### config.mk
export PLATFORM = sky130hd
export DESIGN_NAME = mw_eeprom_host
export DESIGN_NICKNAME = d
export VERILOG_FILES = /design/src/rtl/mw_host_pkg.sv /design/src/rtl/mw_host_datapath.sv /design/src/rtl/mw_host_ctrl.sv /design/src/rtl/mw_eeprom_host.sv
export SDC_FILE = /design/constraint.sdc
export NUM_CORES = 1
export LEC_CHECK = 0
export BUFFER_PORTS_ARGS = -buffer_cell sky130_fd_sc_hd__buf_2
export CORE_MARGIN = 2
export CORE_UTILIZATION = 55
export DETAILED_ROUTE_END_ITERATION = 10
export PLACE_DENSITY = 0.76
export SLEW_MARGIN = 20
export SYNTH_ARGS = -nofsm -noshare
export SYNTH_HDL_FRONTEND = slang
export SYNTH_SLANG_ARGS = --single-unit
### constraint.sdc
create_clock -name clk -period 3.8 [get_ports clk]
set_input_delay 0.57 -clock clk [delete_from_list [all_inputs] [get_ports clk]]
set_output_delay 0.57 -clock clk [all_outputs]
set_load 0.005 [all_outputs]
### src/rtl/mw_host_pkg.sv
package mw_host_pkg;

  typedef enum logic [1:0] {
    OP_MISC  = 2'b00,
    OP_WRITE = 2'b01,
    OP_READ  = 2'b10,
    OP_ERASE = 2'b11
  } mwOp_e;

  // strobes from control to datapath
  typedef struct packed {
    logic load;
    logic run;
    logic cs;
    logic rxEn;
    logic waitEn;
    logic waitClr;
  } dpCtl_t;

  // status from datapath to control
  typedef struct packed {
    logic txEnd;
    logic wordDone;
    logic deselDone;
    logic pollExpired;
  } dpSts_t;

endpackage

### src/rtl/mw_host_datapath.sv
module mw_host_datapath
  import mw_host_pkg::*;
#(
  parameter int ADDR_W     = 6,
  parameter int DATA_W     = 16,
  parameter int HALF_DIV   = 25,
  parameter int CS_MIN_CYC = 13,
  parameter int POLL_LIMIT = 500000
) (
  input  logic              clk,
  input  logic              rstN,
  input  dpCtl_t            ctl,
  input  logic [1:0]        reqOp,
  input  logic [ADDR_W-1:0] reqAddr,
  input  logic [DATA_W-1:0] reqData,
  input  logic              mwDo,
  output dpSts_t            sts,
  output logic              mwSk,
  output logic              mwDi,
  output logic              rdValid,
  output logic [DATA_W-1:0] rdData
);

  localparam int HDR_W    = 3 + ADDR_W;
  localparam int FRAME_W  = HDR_W + DATA_W;
  localparam int DIV_W    = $clog2(HALF_DIV + 1);
  localparam int TXC_W    = $clog2(FRAME_W + 1);
  localparam int RXC_W    = $clog2(DATA_W + 1);
  localparam int WAIT_MAX = (CS_MIN_CYC > POLL_LIMIT) ? CS_MIN_CYC : POLL_LIMIT;
  localparam int WAIT_W   = $clog2(WAIT_MAX + 1);

  // serial clock divider
  logic [DIV_W-1:0] divCnt;
  logic             skReg;
  logic             tick;
  logic             fallTick;

  assign tick     = ctl.run && (divCnt == DIV_W'(HALF_DIV - 1));
  assign fallTick = tick && skReg;

  always_ff @(posedge clk) begin
    if (!rstN || !ctl.run) begin
      divCnt <= '0;
      skReg  <= 1'b0;
    end else if (tick) begin
      divCnt <= '0;
      skReg  <= ~skReg;
    end else begin
      divCnt <= divCnt + 1'b1;
    end
  end

  assign mwSk = skReg;

  // transmit shifter: header plus optional write word
  logic [FRAME_W-1:0] txShift;
  logic [TXC_W-1:0]   txLeft;
  logic               isWrite;

  assign isWrite = (reqOp == OP_WRITE);

  always_ff @(posedge clk) begin
    if (!rstN) begin
      txShift <= '0;
      txLeft  <= '0;
    end else if (ctl.load) begin
      txShift <= {1'b1, reqOp, reqAddr, (isWrite ? reqData : {DATA_W{1'b0}})};
      txLeft  <= isWrite ? TXC_W'(FRAME_W - 1) : TXC_W'(HDR_W - 1);
    end else if (fallTick) begin
      txShift <= {txShift[FRAME_W-2:0], 1'b0};
      if (txLeft != '0) txLeft <= txLeft - 1'b1;
    end
  end

  assign mwDi      = txShift[FRAME_W-1];
  assign sts.txEnd = fallTick && (txLeft == '0);

  // receive shifter, sampled on the falling serial edge
  logic [DATA_W-1:0] rxShift;
  logic [RXC_W-1:0]  rxCnt;

  assign sts.wordDone = ctl.rxEn && fallTick && (rxCnt == '0);

  always_ff @(posedge clk) begin
    if (!rstN) begin
      rxShift <= '0;
      rxCnt   <= RXC_W'(DATA_W - 1);
    end else if (!ctl.rxEn) begin
      rxCnt   <= RXC_W'(DATA_W - 1);
    end else if (fallTick) begin
      rxShift <= {rxShift[DATA_W-2:0], mwDo};
      rxCnt   <= (rxCnt == '0) ? RXC_W'(DATA_W - 1) : rxCnt - 1'b1;
    end
  end

  always_ff @(posedge clk) begin
    if (!rstN) begin
      rdValid <= 1'b0;
      rdData  <= '0;
    end else begin
      rdValid <= sts.wordDone;
      if (sts.wordDone) rdData <= {rxShift[DATA_W-2:0], mwDo};
    end
  end

  // shared wait counter for deselect time and poll timeout
  logic [WAIT_W-1:0] waitCnt;

  always_ff @(posedge clk) begin
    if (!rstN || !ctl.waitEn || ctl.waitClr) begin
      waitCnt <= '0;
    end else if (waitCnt != WAIT_W'(WAIT_MAX)) begin
      waitCnt <= waitCnt + 1'b1;
    end
  end

  assign sts.deselDone   = (waitCnt == WAIT_W'(CS_MIN_CYC - 1));
  assign sts.pollExpired = (waitCnt == WAIT_W'(POLL_LIMIT - 1));

endmodule

### src/rtl/mw_host_ctrl.sv
module mw_host_ctrl
  import mw_host_pkg::*;
#(
  parameter int CNT_W = 8
) (
  input  logic             clk,
  input  logic             rstN,
  input  logic             reqValid,
  input  logic [1:0]       reqOp,
  input  logic [CNT_W-1:0] reqCount,
  input  logic             mwDo,
  input  dpSts_t           sts,
  output dpCtl_t           ctl,
  output logic             reqReady,
  output logic             done,
  output logic             timeoutErr
);

  typedef enum logic [2:0] {
    ST_IDLE,
    ST_SHIFT,
    ST_READ,
    ST_DESEL,
    ST_POLL,
    ST_FINISH
  } state_e;

  state_e           state, stateNxt;
  mwOp_e            opQ;
  logic [CNT_W-1:0] wordsLeft;
  logic             errQ;

  always_comb begin
    stateNxt = state;
    ctl      = '0;
    case (state)
      ST_IDLE: begin
        ctl.load = reqValid;
        if (reqValid) stateNxt = ST_SHIFT;
      end
      ST_SHIFT: begin
        ctl.run = 1'b1;
        ctl.cs  = 1'b1;
        if (sts.txEnd) begin
          if (opQ == OP_READ)      stateNxt = ST_READ;
          else if (opQ == OP_MISC) stateNxt = ST_FINISH;
          else                     stateNxt = ST_DESEL;
        end
      end
      ST_READ: begin
        ctl.run  = 1'b1;
        ctl.cs   = 1'b1;
        ctl.rxEn = 1'b1;
        if (sts.wordDone && wordsLeft == CNT_W'(1)) stateNxt = ST_FINISH;
      end
      ST_DESEL: begin
        ctl.waitEn = 1'b1;
        if (sts.deselDone) begin
          ctl.waitClr = 1'b1;
          stateNxt    = ST_POLL;
        end
      end
      ST_POLL: begin
        ctl.cs     = 1'b1;
        ctl.waitEn = 1'b1;
        if (mwDo || sts.pollExpired) stateNxt = ST_FINISH;
      end
      ST_FINISH: stateNxt = ST_IDLE;
      default:   stateNxt = ST_IDLE;
    endcase
  end

  always_ff @(posedge clk) begin
    if (!rstN) begin
      state     <= ST_IDLE;
      opQ       <= OP_MISC;
      wordsLeft <= '0;
      errQ      <= 1'b0;
    end else begin
      state <= stateNxt;
      if (state == ST_IDLE && reqValid) begin
        opQ       <= mwOp_e'(reqOp);
        wordsLeft <= (reqCount == '0) ? CNT_W'(1) : reqCount;
        errQ      <= 1'b0;
      end
      if (state == ST_READ && sts.wordDone) wordsLeft <= wordsLeft - 1'b1;
      if (state == ST_POLL && !mwDo && sts.pollExpired) errQ <= 1'b1;
    end
  end

  assign reqReady   = (state == ST_IDLE);
  assign done       = (state == ST_FINISH);
  assign timeoutErr = done && errQ;

endmodule

### src/rtl/mw_eeprom_host.sv
module mw_eeprom_host
  import mw_host_pkg::*;
#(
  parameter int SYS_CLK_HZ = 50000000,
  parameter int SK_MAX_HZ  = 1000000,
  parameter int ADDR_W     = 6,
  parameter int DATA_W     = 16,
  parameter int CNT_W      = 8,
  parameter int CS_MIN_CYC = 13,
  parameter int POLL_LIMIT = 500000
) (
  input  logic              clk,
  input  logic              rstN,
  input  logic              reqValid,
  output logic              reqReady,
  input  logic [1:0]        reqOp,
  input  logic [ADDR_W-1:0] reqAddr,
  input  logic [DATA_W-1:0] reqData,
  input  logic [CNT_W-1:0]  reqCount,
  output logic              rdValid,
  output logic [DATA_W-1:0] rdData,
  output logic              done,
  output logic              timeoutErr,
  output logic              mwCs,
  output logic              mwSk,
  output logic              mwDi,
  input  logic              mwDo
);

  localparam int HALF_RAW = (SYS_CLK_HZ + 2 * SK_MAX_HZ - 1) / (2 * SK_MAX_HZ);
  localparam int HALF_DIV = (HALF_RAW < 1) ? 1 : HALF_RAW;

  dpCtl_t ctl;
  dpSts_t sts;

  mw_host_ctrl #(.CNT_W(CNT_W)) u_ctrl (
    .clk        (clk),
    .rstN       (rstN),
    .reqValid   (reqValid),
    .reqOp      (reqOp),
    .reqCount   (reqCount),
    .mwDo       (mwDo),
    .sts        (sts),
    .ctl        (ctl),
    .reqReady   (reqReady),
    .done       (done),
    .timeoutErr (timeoutErr)
  );

  mw_host_datapath #(
    .ADDR_W     (ADDR_W),
    .DATA_W     (DATA_W),
    .HALF_DIV   (HALF_DIV),
    .CS_MIN_CYC (CS_MIN_CYC),
    .POLL_LIMIT (POLL_LIMIT)
  ) u_dp (
    .clk     (clk),
    .rstN    (rstN),
    .ctl     (ctl),
    .reqOp   (reqOp),
    .reqAddr (reqAddr),
    .reqData (reqData),
    .mwDo    (mwDo),
    .sts     (sts),
    .mwSk    (mwSk),
    .mwDi    (mwDi),
    .rdValid (rdValid),
    .rdData  (rdData)
  );

  assign mwCs = ctl.cs;

endmodule

; ---- Yosys cells after proc, flatten, opt, wreduce, memory -nomap -nowiden
; Cells that the tools add are included.
[classes]
bitwise = 1
n_addsub = 5
eq_ne = 17
n_reduce_logical = 37
mul = 0
div_mod_pow = 0
shift = 0
n_lt_le_gt_ge = 0
mux = 28
[ops]
columns = operator, count
row1 = 2-to-1 mux 25 bit, 2
row2 = 2-to-1 mux 5 bit, 5
row3 = 2-to-1 mux 8 bit, 3
row4 = 2-to-1 mux 3 bit, 7
row5 = adder 19 x 1 -> 19 bit (second input constant), 1
row6 = == test 19 bit (second input constant), 1
row7 = == test 19 x 4 -> 1 bit (second input constant), 1
row8 = inequality test 19 bit (second input constant), 1
row9 = 2-to-1 mux 16 bit, 1
row10 = one-hot mux 3 bit (5 select lines), 1
row11 = logical AND 1 bit, 11
row12 = zero test 5 bit, 2
row13 = subtractor 5 x 1 -> 5 bit (second input constant), 2
row14 = 2-to-1 mux 1 bit, 9
row15 = == test 8 x 1 -> 1 bit (second input constant), 1
row16 = zero test 8 bit, 1
row17 = nonzero test 2 bit, 4
row18 = subtractor 8 x 1 -> 8 bit (second input constant), 1
row19 = == test 3 x 2 -> 1 bit (second input constant), 2
row20 = == test 3 bit (second input constant), 2
row21 = inequality test 2 bit (second input constant), 3
row22 = AND reduction 2 bit, 3
row23 = OR reduction 2 bit, 3
row24 = adder 5 x 1 -> 5 bit (second input constant), 1
row25 = other kinds (13), 20
[totals]
mem_count = 0
regBits = 106
latchBits = 0
out_inout_bits = 23
word_cells = 101
mem_bits_rw = 0
in_bits = 36
romBits = 0

; ---- Depth between registers and ports, before layout
; Gate-level depths: netlist (run 1).
[depth]
ltp_word = 10
ltp_mapped = 10
mapped_depth_nobuf = 7

; ---- Cells and area by module
; From an unflattened synthesis (run 1), not the netlist that was laid out.
[hier_totals]
cells_unflattened = 598
area_unflattened_um2 = 4882.2
[by_module_without_submodules]
columns = mod, cells_each, area_each_um2, seq_area_each_um2, n_inst
row1 = mw_host_datapath, 487, 3982.6, 1841.8, 1
row2 = mw_host_ctrl, 111, 899.6, 280.3, 1

; ---- Worst setup path before layout (run 1)
; Ideal clock, no wire load.
[synth_path]
path_kind = reg2reg
startpoint = reg u_dp.divCnt[0]
endpoint = reg u_ctrl.wordsLeft[5]
setup_ns = 0.070
slack_ns = 1.998
t_required_ns = 3.730
stages_incl_launch_ff = 10
n_path_buf = 2
arrival_time_ns = 1.731
period_less_slack_ns = 1.802
cell_sequence = dfxtp_1 -> inv_1 -> ha_1 -> and4b_1 -> buf_2 -> and4_1 -> buf_4 -> nand4b_1 -> mux2_1 -> a21oi_1
[synth_between]
elab_chain_cells = 7
word_cells_on_any_way = 8
classes_between = eq/ne: 1 / mux: 1 / reduce/logical: 6
[synth_rtl]
columns = item, line_no
row1 = "start, declared", mw_host_datapath.sv:33  ; logic [DIV_W-1:0] divCnt;
row2 = "start signal, assigned", mw_host_datapath.sv:49  ; divCnt <= divCnt + 1'b1;
row3 = == test 5 bit *, mw_host_datapath.sv:38  ; assign tick = ctl.run && (divCnt == DIV_W'(HALF_DIV - 1));
row4 = logical AND 1 bit *, mw_host_datapath.sv:38
row5 = logical AND 1 bit *, mw_host_datapath.sv:39  ; assign fallTick = tick && skReg;
row6 = logical AND 1 bit * (2 in a row), mw_host_datapath.sv:82  ; assign sts.wordDone = ctl.rxEn && fallTick && (rxCnt == '0);
row7 = logical AND 1 bit *, mw_host_ctrl.sv:86  ; if (state == ST_READ && sts.wordDone) wordsLeft <= wordsLeft - 1'b1;
row8 = 2-to-1 mux 8 bit or nonzero test 2 bit (tied branches), -
row9 = "end signal, assigned", mw_host_ctrl.sv:83  ; wordsLeft <= (reqCount == '0) ? CNT_W'(1) : reqCount;
row10 = "end signal, assigned", mw_host_ctrl.sv:86
row11 = "end, declared", mw_host_ctrl.sv:30  ; logic [CNT_W-1:0] wordsLeft;
; Mark *: on every way between the ends. The rest lies on a longest branch, timed or not.
; A chain may end at the register's enable or synchronous reset.

; ---- Worst setup path in the final report (run 1)
[layout_path]
startpoint = reg u_ctrl.state[0]
endpoint = reg u_dp.txShift[14]
[layout_between]
elab_chain_cells = 6
word_cells_on_any_way = 10
classes_between = eq/ne: 2 / mux: 3 / reduce/logical: 5
[layout_rtl]
columns = item, line_no
row1 = "start, declared", mw_host_ctrl.sv:28  ; state_e state, stateNxt;
row2 = "start signal, assigned", mw_host_ctrl.sv:80  ; state <= stateNxt;
row3 = == test 3 x 1 -> 1 bit or == test 3 x 2 -> 1 bit (tied branches), mw_host_ctrl.sv:36  ; case (state)
row4 = OR reduction 2 bit (no line), -
row5 = 2-to-1 mux 1 bit, mw_host_ctrl.sv:36
row6 = logical AND 1 bit, mw_host_datapath.sv:38
row7 = logical AND 1 bit, mw_host_datapath.sv:39
row8 = nonzero test 2 bit (no line), -
row9 = "end signal, assigned", mw_host_datapath.sv:67  ; txShift <= {1'b1, reqOp, reqAddr, (isWrite ? reqData : {DATA_W{1'b0}})};
row10 = "end signal, assigned", mw_host_datapath.sv:70  ; txShift <= {txShift[FRAME_W-2:0], 1'b0};
row11 = "end, declared", mw_host_datapath.sv:56  ; logic [FRAME_W-1:0] txShift;
; Parallel ways exist; a longest one is shown, timed or not.

==> flow_summary.yaml, run 1 <==
floorplan:
  die_w_um: 97.1
  start_util: 0.575
  die_h_um: 97.1
  rows: 33
  coreArea_um2: 8300
  io_pins: 59
  dieArea_um2: 9440
cts:
  cts_tree: "built"
  htree_levels: 3
  clkTransAtPathRegs_ns: 0.11
  max-clock-path-buffers: 2
  ctsResizeCount: 0
  clock-sinks: 106
  cts_post_setup_buffers_inserted: 0
  holdBufCountCts: 0
  clk_latency_ns: 0.36
  numCtsBuffers: 9
  clockRootBuffer: "clkbuf_8"
detailed_routing:
  wl_per_cell_um: 13.4
  vias: 3964
  drcViolationCount: 0
  dr.pass1.iters: 4
  drtIter0Drc: 191
  ant_nets: 0
  viasPerCell: 5.51
  drt-total-wl_mm: 9.62
sta:
  rsz0062_at_grt: "no"
  setup_ws_ns: 1.35
  fmax_mhz: 408
  finalMaxSlewViolations: 0
  period_share: 0.645
  skew_ns: 0.0128
  setup_viol: 0
  maxSlewHeadroom: 0.349
  worst_slew_pin_slew_ns: 0.974
  hold_violations: 0
  fin_setup_tns_ns: 0
  fin_crit_ns: 2.45
power:
  power_density_nw_per_um2: 457
  ir_worst_vdd_v: 0.000268
  p_leak_nw: 1.99
final_layout:
  num-fill-cells: 743
  syn2layout_area_growth_pct: 9.83
  layout-drive-gt1-share: 0.158
  multi_input_area_um2: 2420
  nNetsFinal: 656
  register_area_um2: 2120
  diodes: 0
  utilization: 0.631
synth:
  yosysSeqAreaShare: 0.445
  yosysUniqueCellTypes: 64
  yosysMostFrequentCell: "dfxtp_1"
  synth_edf_count: 0
  async_reset_ff_frac: 0
  ys_ff_latch: 106
  synth_top_cell_by_area: "dfxtp_1"
  synth_nets: 616
  synth_commonest_cells: "dfxtp_1 (106), nand2_1 (103), nor2_1 (61)"
  synth_top_flop_cell: "dfxtp_1"
  synthesis.area_um2: 4770
  netlist_instances: 570
  syn_avg_cell_area_um2: 8.37
  netlist.area_leader.share: 0.445
  ys_warn_count: 0
  ys_top_cells_by_area: "dfxtp_1 (44%), nand2_1 (8.1%), a21oi_1 (5.5%), nor2_1 (4.8%), o21ai_0 (3.8%)"
worst_setup_path:
  ff2ff_setup_slack_ns: 1.35
  cp_cell_sequence: "nor3_2, nand2_1, nand2_1, o21ai_0, a21oi_1"
  crit_slowest_cell: "nand2_1"
  crit_path_max_incr_delay_ns: 0.74
  worst-setup-path-type: "register to register"
  start_kind: "register"
  worst_setup_path_end_kind: "register"
  crit_family: "simple AND/OR/NAND/NOR gates"
  path_common_cell: "nand2_1"
  worstPathMaxFanout: 31
  path_buf_inv: 0
  crit_required_ns: 4.05
  worst_ep_arrival_time_ns: 2.70
run:
  cap_violations: 0
global_route:
  grt_pass1_vias: 3678
  grt_max_degree: 44
  grt_pass1_wl_mm: 16.6
  antenna_found_initial: 0
  gr-total-overflow: 0
  globalRouteTotalUtil: 0.206
place:
  io_buffers: 58
  place_congestion: 0.781
  dpl.hpwl_mm: 6.68
  place_ws_ns: 1.37
hold_path:
  hold_class: "input pin to register"
outcome:
  status: "finished clean"
==> flip-flops by register name (all words and copies together), names as in the netlist <==
name              flops
u_dp.rdData          16
u_dp.rxCnt            5
u_ctrl.state          3
u_dp.waitCnt         19
u_ctrl.opQ            2
u_dp.rxShift         15
u_dp.mwSk             1
u_dp.txShift         25
u_dp.rdValid          1
u_dp.divCnt           5
u_ctrl.errQ           1
u_ctrl.wordsLeft      8
u_dp.txLeft           5
==> cells by family after synthesis <==
group | count (synthesis) | synth area share
AND/OR/NAND/NOR | 241 | 0.250
AO/OA/AOI/OAI | 131 | 0.171
flip-flops | 106 | 0.445
buffers and inverters | 50 | 0.0480
XOR/XNOR | 29 | 0.0532
adder cells (fa/ha/maj) | 10 | 0.0262
multiplexers | 3 | 0.00656
==> through the flow <==
stage | std cells | total power, mW | cell area, um2 | hold slack [ns]
2_1_floorplan | 570 | 1.64 | 4770 | 0.430
6_report | 720 | 2.40 | 5240 | 0.427
3_5_place_dp | 704 | 1.76 | 5060 | 0.445
4_1_cts | 720 | 2.40 | 5240 | 0.427
3_3_place_gp | 704 | 1.73 | 5060 | 0.440
5_1_grt | 720 | 2.53 | 5240 | 0.415
==> where the power goes <==
group,switching (mW),internal (mW),leakage (nW)
combinational,0.276,0.172,1.04
clock,0.406,0.250,0.0925
sequential,0.0843,1.21,0.861
==> worst register-to-register path: cells and delay by family, from the launching register on <==
kind             cells  cell delay, ns
AO/OA/AOI/OAI        2            0.36
flip-flops           1            0.62
AND/OR/NAND/NOR      3            1.37
==> layout make-up <==
cell class	instances	area share
clock buffer	9	0.0236
tap	105	0.0251
clock inverter	7	0.0112
inverter	17	0.0122
sequential	106	0.405
timing repair buffer	62	0.0611
multi-input combinational	414	0.462
==> metal layers <==
metal,up-vias,share of wire,track usage
li1,2038,-,-
met1,1840,0.48,0.273
met2,80,0.48,0.342
met3,6,0.037,0.0367
met4,0,0.0080,0.0639
met5,-,0,0
==> cell usage in the layout (no fill, tap or decap), types with 3 or more instances in the layout <==
master / instances
nand2b_1: 5
a211oi_1: 4
o21ai_0: 36
nand3_1: 12
nand2_1: 103
a21oi_1: 52
clkbuf_8: 9
nor2_1: 61
nor3_1: 11
inv_1: 16
a311oi_1: 10
ha_1: 10
buf_2: 58
and2_1: 5
nor4b_2: 3
and3_1: 4
xor2_1: 13
inv_6: 3
buf_4: 4
a22o_1: 11
nand4_1: 6
dfxtp_1: 106
or3_1: 3
xnor2_1: 16
==> worst paths after layout <==
kind / startpoint / end / cells after the start
worst max-delay path: u_ctrl.state[0] / u_dp.txShift[14] / 5
worst min-delay path: reqData[4] / u_dp.txShift[4] / 3
worst max register to register: u_ctrl.state[0] / u_dp.txShift[14] / 5
worst min register to register: u_dp.rdData[14] / u_dp.rdData[14] / 2
(Power assumes the default switching activity.)
==> run 2, diff against run 1 <==
==> constraint.sdc (replaced) <==
create_clock -name clk -period 2.5 [get_ports clk]
set_input_delay 0.375 -clock clk [delete_from_list [all_inputs] [get_ports clk]]
set_output_delay 0.375 -clock clk [all_outputs]
set_load 0.005 [all_outputs]
==> run 2 against run 1 <==
  * Sequential share of layout area decreased by 0.38 points
  * Utilization increased by 0.60 points
  * Sequential power increased by 52%
  * Final cell count increased by 0.69%
  * Sequential cell count unchanged
  * Count of clock-buffer cells in the layout unchanged
==> flow_summary.yaml, run 2 (synthesis gave the netlist of run 1 again) <==
global_route:
  grt_pass1_vias: 3816
  grt_max_degree: 28
  globalRouteTotalUtil: 0.211
  gr-total-overflow: 0
  grt_pass1_wl_mm: 16.9
  antenna_found_initial: 0
cts:
  clkTransAtPathRegs_ns: 0.11
  htree_levels: 3
  clock-sinks: 106
  numCtsBuffers: 9
  clk_latency_ns: 0.37
  cts_post_setup_buffers_inserted: 0
  max-clock-path-buffers: 2
  cts_tree: "built"
  clockRootBuffer: "clkbuf_8"
  ctsResizeCount: 0
  holdBufCountCts: 0
place:
  dpl.hpwl_mm: 6.87
  place_congestion: 0.862
  placed_cell_area_um2: 5090
  io_buffers: 58
final_layout:
  multi_input_area_um2: 2420
  diodes: 0
  regMostFlops: "u_dp.txShift"
  layout-drive-gt1-share: 0.165
  final_area_um2: 5290
  syn2layout_area_growth_pct: 10.9
  nNetsFinal: 661
  layout_commonest_cell: "dfxtp_1"
  num-fill-cells: 726
  register_area_um2: 2120
  layout_common_cells: "dfxtp_1 (106), nand2_1 (103), nor2_1 (61)"
  largest_reg_flops: 25
  reg_top3: "u_dp.txShift (25), u_dp.waitCnt (19), u_dp.rdData (16)"
power:
  ir_worst_vdd_v: 0.000384
  pwr-share-clk: 0.281
  power_mw: 3.68
  pwr-share-comb: 0.187
  switching_share: 0.323
  seqPwrFrac: 0.533
  intPower_mw: 2.49
  power.switching_mw: 1.19
  p_leak_nw: 2.02
  power_density_nw_per_um2: 696
outcome:
  status: "finished clean"
worst_setup_path:
  crit_family: "simple AND/OR/NAND/NOR gates"
  crit_path_max_incr_delay_ns: 0.63
  ff2ff_setup_slack_ns: 0.28
  worst_ep_arrival_time_ns: 2.54
  start_kind: "register"
  worst_setup_path_end_kind: "register"
  worstPathMaxFanout: 11
  crit_required_ns: 2.82
  r2r_start: "u_dp.divCnt[0]"
  cp-startpoint: "u_dp.divCnt[0]"
  cp_cell_sequence: "inv_1, ha_1, and4b_1, and4_1, nor2_1, a22o_1"
  worst-setup-path-type: "register to register"
  path_buf_inv: 1
  crit_slowest_cell: "nor2_1"
detailed_routing:
  dr.pass1.iters: 5
  drt-total-wl_mm: 9.82
  wl_per_cell_um: 13.5
  viasPerCell: 5.56
  ant_nets: 0
  drtIter0Drc: 159
  vias: 4032
  drcViolationCount: 0
sta:
  holdWs_ns: 0.227
  fin_setup_tns_ns: 0
  fmax_mhz: 450
  setup_viol: 0
  hold_violations: 0
  finalMaxSlewViolations: 0
  maxSlewHeadroom: 0.490
  fin_crit_ns: 2.22
  period_share: 0.888
  skew_ns: 0.0140
  rsz0062_at_grt: "no"
  worst_slew_pin_slew_ns: 0.762
hold_path:
  hold_path_startpoint: "reqData[2]"
  hold_class: "input pin to register"
floorplan:
  io_pins: 59
  start_util: 0.575
  coreArea_um2: 8300
  rows: 33
  die_h_um: 97.1
  dieArea_um2: 9440
  die_w_um: 97.1
run:
  cap_violations: 0
[run 2: cell types whose count changed in the layout (fill, tap and decap cells not counted)]
cell / previous run / this run
buf_4: 4 / 9
inv_6: 3 / 1
clkinv_2: 1 / 0
clkinv_8: 0 / 1
clkinvlp_4: 1 / 2
inv_8: 1 / 2
[run 2: area by class of cell]
type,instances,area share
Clock inverter,7,0.0135
Tap cell,105,0.0248
Multi-Input combinational cell,414,0.457
Sequential cell,106,0.401
Inverter,17,0.0121
Clock buffer,9,0.0234
Timing Repair Buffer,67,0.0676
[run 2: path summary, 6_finish.rpt]
check	end	depth (start not counted)
setup / recovery	u_dp.rdData[5]	6
hold / removal	u_dp.txShift[2]	3
setup reg to reg	u_dp.rdData[5]	6
hold reg to reg	u_dp.rdData[1]	2
[run 2: worst min-delay path, cell delays in order]
cell and delay, ns:
buf_2 0.09, nand2_1 0.04, a21oi_1 0.05
[run 2: routing by layer]
layer,global-route usage,part of all wire,vias up,wire length [um]
met2,0.362,0.47,93,4640
met3,0.0324,0.044,9,430
met4,0.0780,0.013,0,126
li1,-,-,2054,-
met1,0.271,0.47,1876,4620
met5,0,0,-,0
[run 2: through the flow]
step                      setup WS, ns   util  instances
after floorplan                  0.698      -        570
after global placement           0.442  0.614        709
after detailed placement         0.272  0.614        709
after CTS                        0.262  0.637        725
after global routing             0.141  0.637        725
final                            0.279  0.637        725
[run 2: power by group through the flow]
stage	combinational, mW	sequential, mW	clock, mW
floorplan	0.537	1.95	0
global placement	0.660	1.99	0
detailed placement	0.682	1.99	0
CTS	0.688	1.96	1.06
global route	0.774	1.98	1.12
finish	0.688	1.96	1.03
==> run 3, diff against run 2 <==
--- a/config.mk
+++ b/config.mk
@@ -5,11 +5,12 @@
 export SDC_FILE = /design/constraint.sdc
 export NUM_CORES = 1
 export LEC_CHECK = 0
+export ABC_CLOCK_PERIOD_IN_PS = 2500
 export BUFFER_PORTS_ARGS = -buffer_cell sky130_fd_sc_hd__buf_2
 export CORE_MARGIN = 2
-export CORE_UTILIZATION = 55
+export CORE_UTILIZATION = 58
 export DETAILED_ROUTE_END_ITERATION = 10
-export PLACE_DENSITY = 0.76
+export PLACE_DENSITY = 0.8
 export SLEW_MARGIN = 20
 export SYNTH_ARGS = -nofsm -noshare
 export SYNTH_HDL_FRONTEND = slang
==> run 3 against run 2 <==
  * Non-clock buffer count down 1
  * Clock skew about the same
  * Via count is 1.3% higher
  * Design area up 0.14%
  * Sequential power about the same
  * Clock power is 7% higher
  * Largest cell class unchanged
==> flow_summary.yaml, run 3 (synthesis gave the netlist of run 1 again) <==
worst_setup_path:
  worst_ep_arrival_time_ns: 2.46
  ff2ff_path_depth: 6
  worst_setup_path_end_kind: "register"
  r2r_start: "u_dp.divCnt[0]"
  start_kind: "register"
  worst-setup-path-type: "register to register"
  r2r_end: "u_dp.rdData[3]"
  ff2ff_setup_slack_ns: 0.34
  crit_required_ns: 2.80
  worstPathMaxFanout: 11
detailed_routing:
  wl_met1_mm: 4.40
  wl_met3_um: 508
  route.met2.wl_mm: 4.57
  wl_per_cell_um: 13.3
  highest_layer: "met4"
  dr.pass1.iters: 5
  viasPerCell: 5.64
  vias: 4085
  drtIter0Drc: 220
  ant_nets: 0
  drt-total-wl_mm: 9.61
  drcViolationCount: 0
outcome:
  status: "finished clean"
floorplan:
  start_util: 0.590
  dieArea_um2: 8970
  coreArea_um2: 8090
  die_w_um: 94.7
  die_h_um: 94.7
  io_pins: 59
  rows: 33
global_route:
  grt_max_degree: 40
  grt_pass1_vias: 3624
  gr-total-overflow: 0
  globalRouteTotalUtil: 0.219
  grt_pass1_wl_mm: 15.9
  antenna_found_initial: 0
final_layout:
  finalNonFillerCells: 724
  utilization: 0.655
  num-fill-cells: 688
  diodes: 0
  reg_top3: "u_dp.txShift (25), u_dp.waitCnt (19), u_dp.rdData (16)"
  largest_reg_flops: 25
  layout_commonest_cell: "dfxtp_1"
  nNetsFinal: 660
  layout_common_cells: "dfxtp_1 (106), nand2_1 (103), nor2_1 (61)"
  layout-drive-gt1-share: 0.163
  regMostFlops: "u_dp.txShift"
  syn2layout_area_growth_pct: 11.0
power:
  ir_worst_vdd_v: 0.000349
  pwr-share-comb: 0.181
  seqPwrFrac: 0.525
  intPower_mw: 2.59
  switching_share: 0.307
  power_density_nw_per_um2: 705
  p_leak_nw: 2.03
  pwr-share-clk: 0.294
  power.switching_mw: 1.15
cts:
  clk_latency_ns: 0.36
  numCtsBuffers: 9
  cts_post_setup_buffers_inserted: 0
  clock-sinks: 106
  clockRootBuffer: "clkbuf_8"
  cts_tree: "built"
  max-clock-path-buffers: 2
  htree_levels: 3
  holdBufCountCts: 0
  clkTransAtPathRegs_ns: 0.10
  ctsResizeCount: 0
place:
  post-place-cells: 708
  place_congestion: 0.822
  io_buffers: 58
  place_ws_ns: 0.338
  dpl.hpwl_mm: 6.75
sta:
  skew_ns: 0.0135
  setup_ws_ns: 0.339
  finalMaxSlewViolations: 0
  setup_viol: 0
  fin_setup_tns_ns: 0
  fin_crit_ns: 2.16
  fmax_mhz: 463
  period_share: 0.864
  maxSlewHeadroom: 0.513
  hold_violations: 0
  worst_slew_pin_slew_ns: 0.728
  rsz0062_at_grt: "no"
hold_path:
  hold_class: "input pin to register"
  worstHoldEndpoint: "u_dp.txShift[10]"
  whs_path_depth: 3
  hold_path_startpoint: "reqData[10]"
run:
  cap_violations: 0
run 3: cell types whose count changed in the layout (fill, tap and decap cells not counted):
cell / previous run / this run
clkinv_4: 1 / 3
buf_4: 9 / 8
bufinv_16: 0 / 1
clkinv_8: 1 / 0
clkinvlp_4: 2 / 1
inv_6: 1 / 0
run 3: worst max-delay path by stage:
stage | cells after the start | end | from
floorplan | 9 | u_ctrl.wordsLeft[5] | u_dp.divCnt[0]
global placement | 6 | u_dp.rdData[4] | u_dp.divCnt[0]
detailed placement | 6 | u_dp.rdData[11] | u_dp.divCnt[0]
CTS | 6 | u_dp.rdData[3] | u_dp.divCnt[0]
global route | 6 | u_dp.rdData[3] | u_dp.divCnt[0]
finish | 6 | u_dp.rdData[3] | u_dp.divCnt[0]
run 3: layout make-up:
cell class,count,area [um2],share of cell area
Sequential cell,106,2120,0.401
Timing Repair Buffer,66,350,0.0661
Clock inverter,7,86.3,0.0163
Multi-Input combinational cell,414,2420,0.457
Clock buffer,9,124,0.0234
Inverter,17,63.8,0.0120
Tap cell,105,131,0.0248
run 3: worst max-delay path: stages (launching register included):
cell     delay (ns)
dfxtp_1        0.38
inv_1          0.06
ha_1           0.19
and4b_1        0.31
and4_1         0.32
nor2_1         0.60
a22o_1         0.25
run 3: power by group through the flow:
| stage | Sequential (mW) | Clock (mW) | Combinational (mW) |
|---|---|---|---|
| finish | 1.96 | 1.10 | 0.677 |
| global route | 1.98 | 1.17 | 0.781 |
| global placement | 1.99 | 0 | 0.652 |
| detailed placement | 1.99 | 0 | 0.673 |
| floorplan | 1.95 | 0 | 0.537 |
| CTS | 1.96 | 1.11 | 0.679 |
run 3: layer usage:
metal,track usage,vias to the layer above
met5,0,-
met4,0.0821,0
met3,0.0367,12
met2,0.376,124
met1,0.275,1900
li1,-,2049
run 3: through the flow:
step	cell area, um2	total power, mW	hold WS (ns)
3_5_place_dp	5090	2.67	0.447
4_1_cts	5300	3.75	0.236
2_1_floorplan	4770	2.49	0.430
5_1_grt	5300	3.93	0.235
3_3_place_gp	5090	2.64	0.442
6_report	5300	3.73	0.242
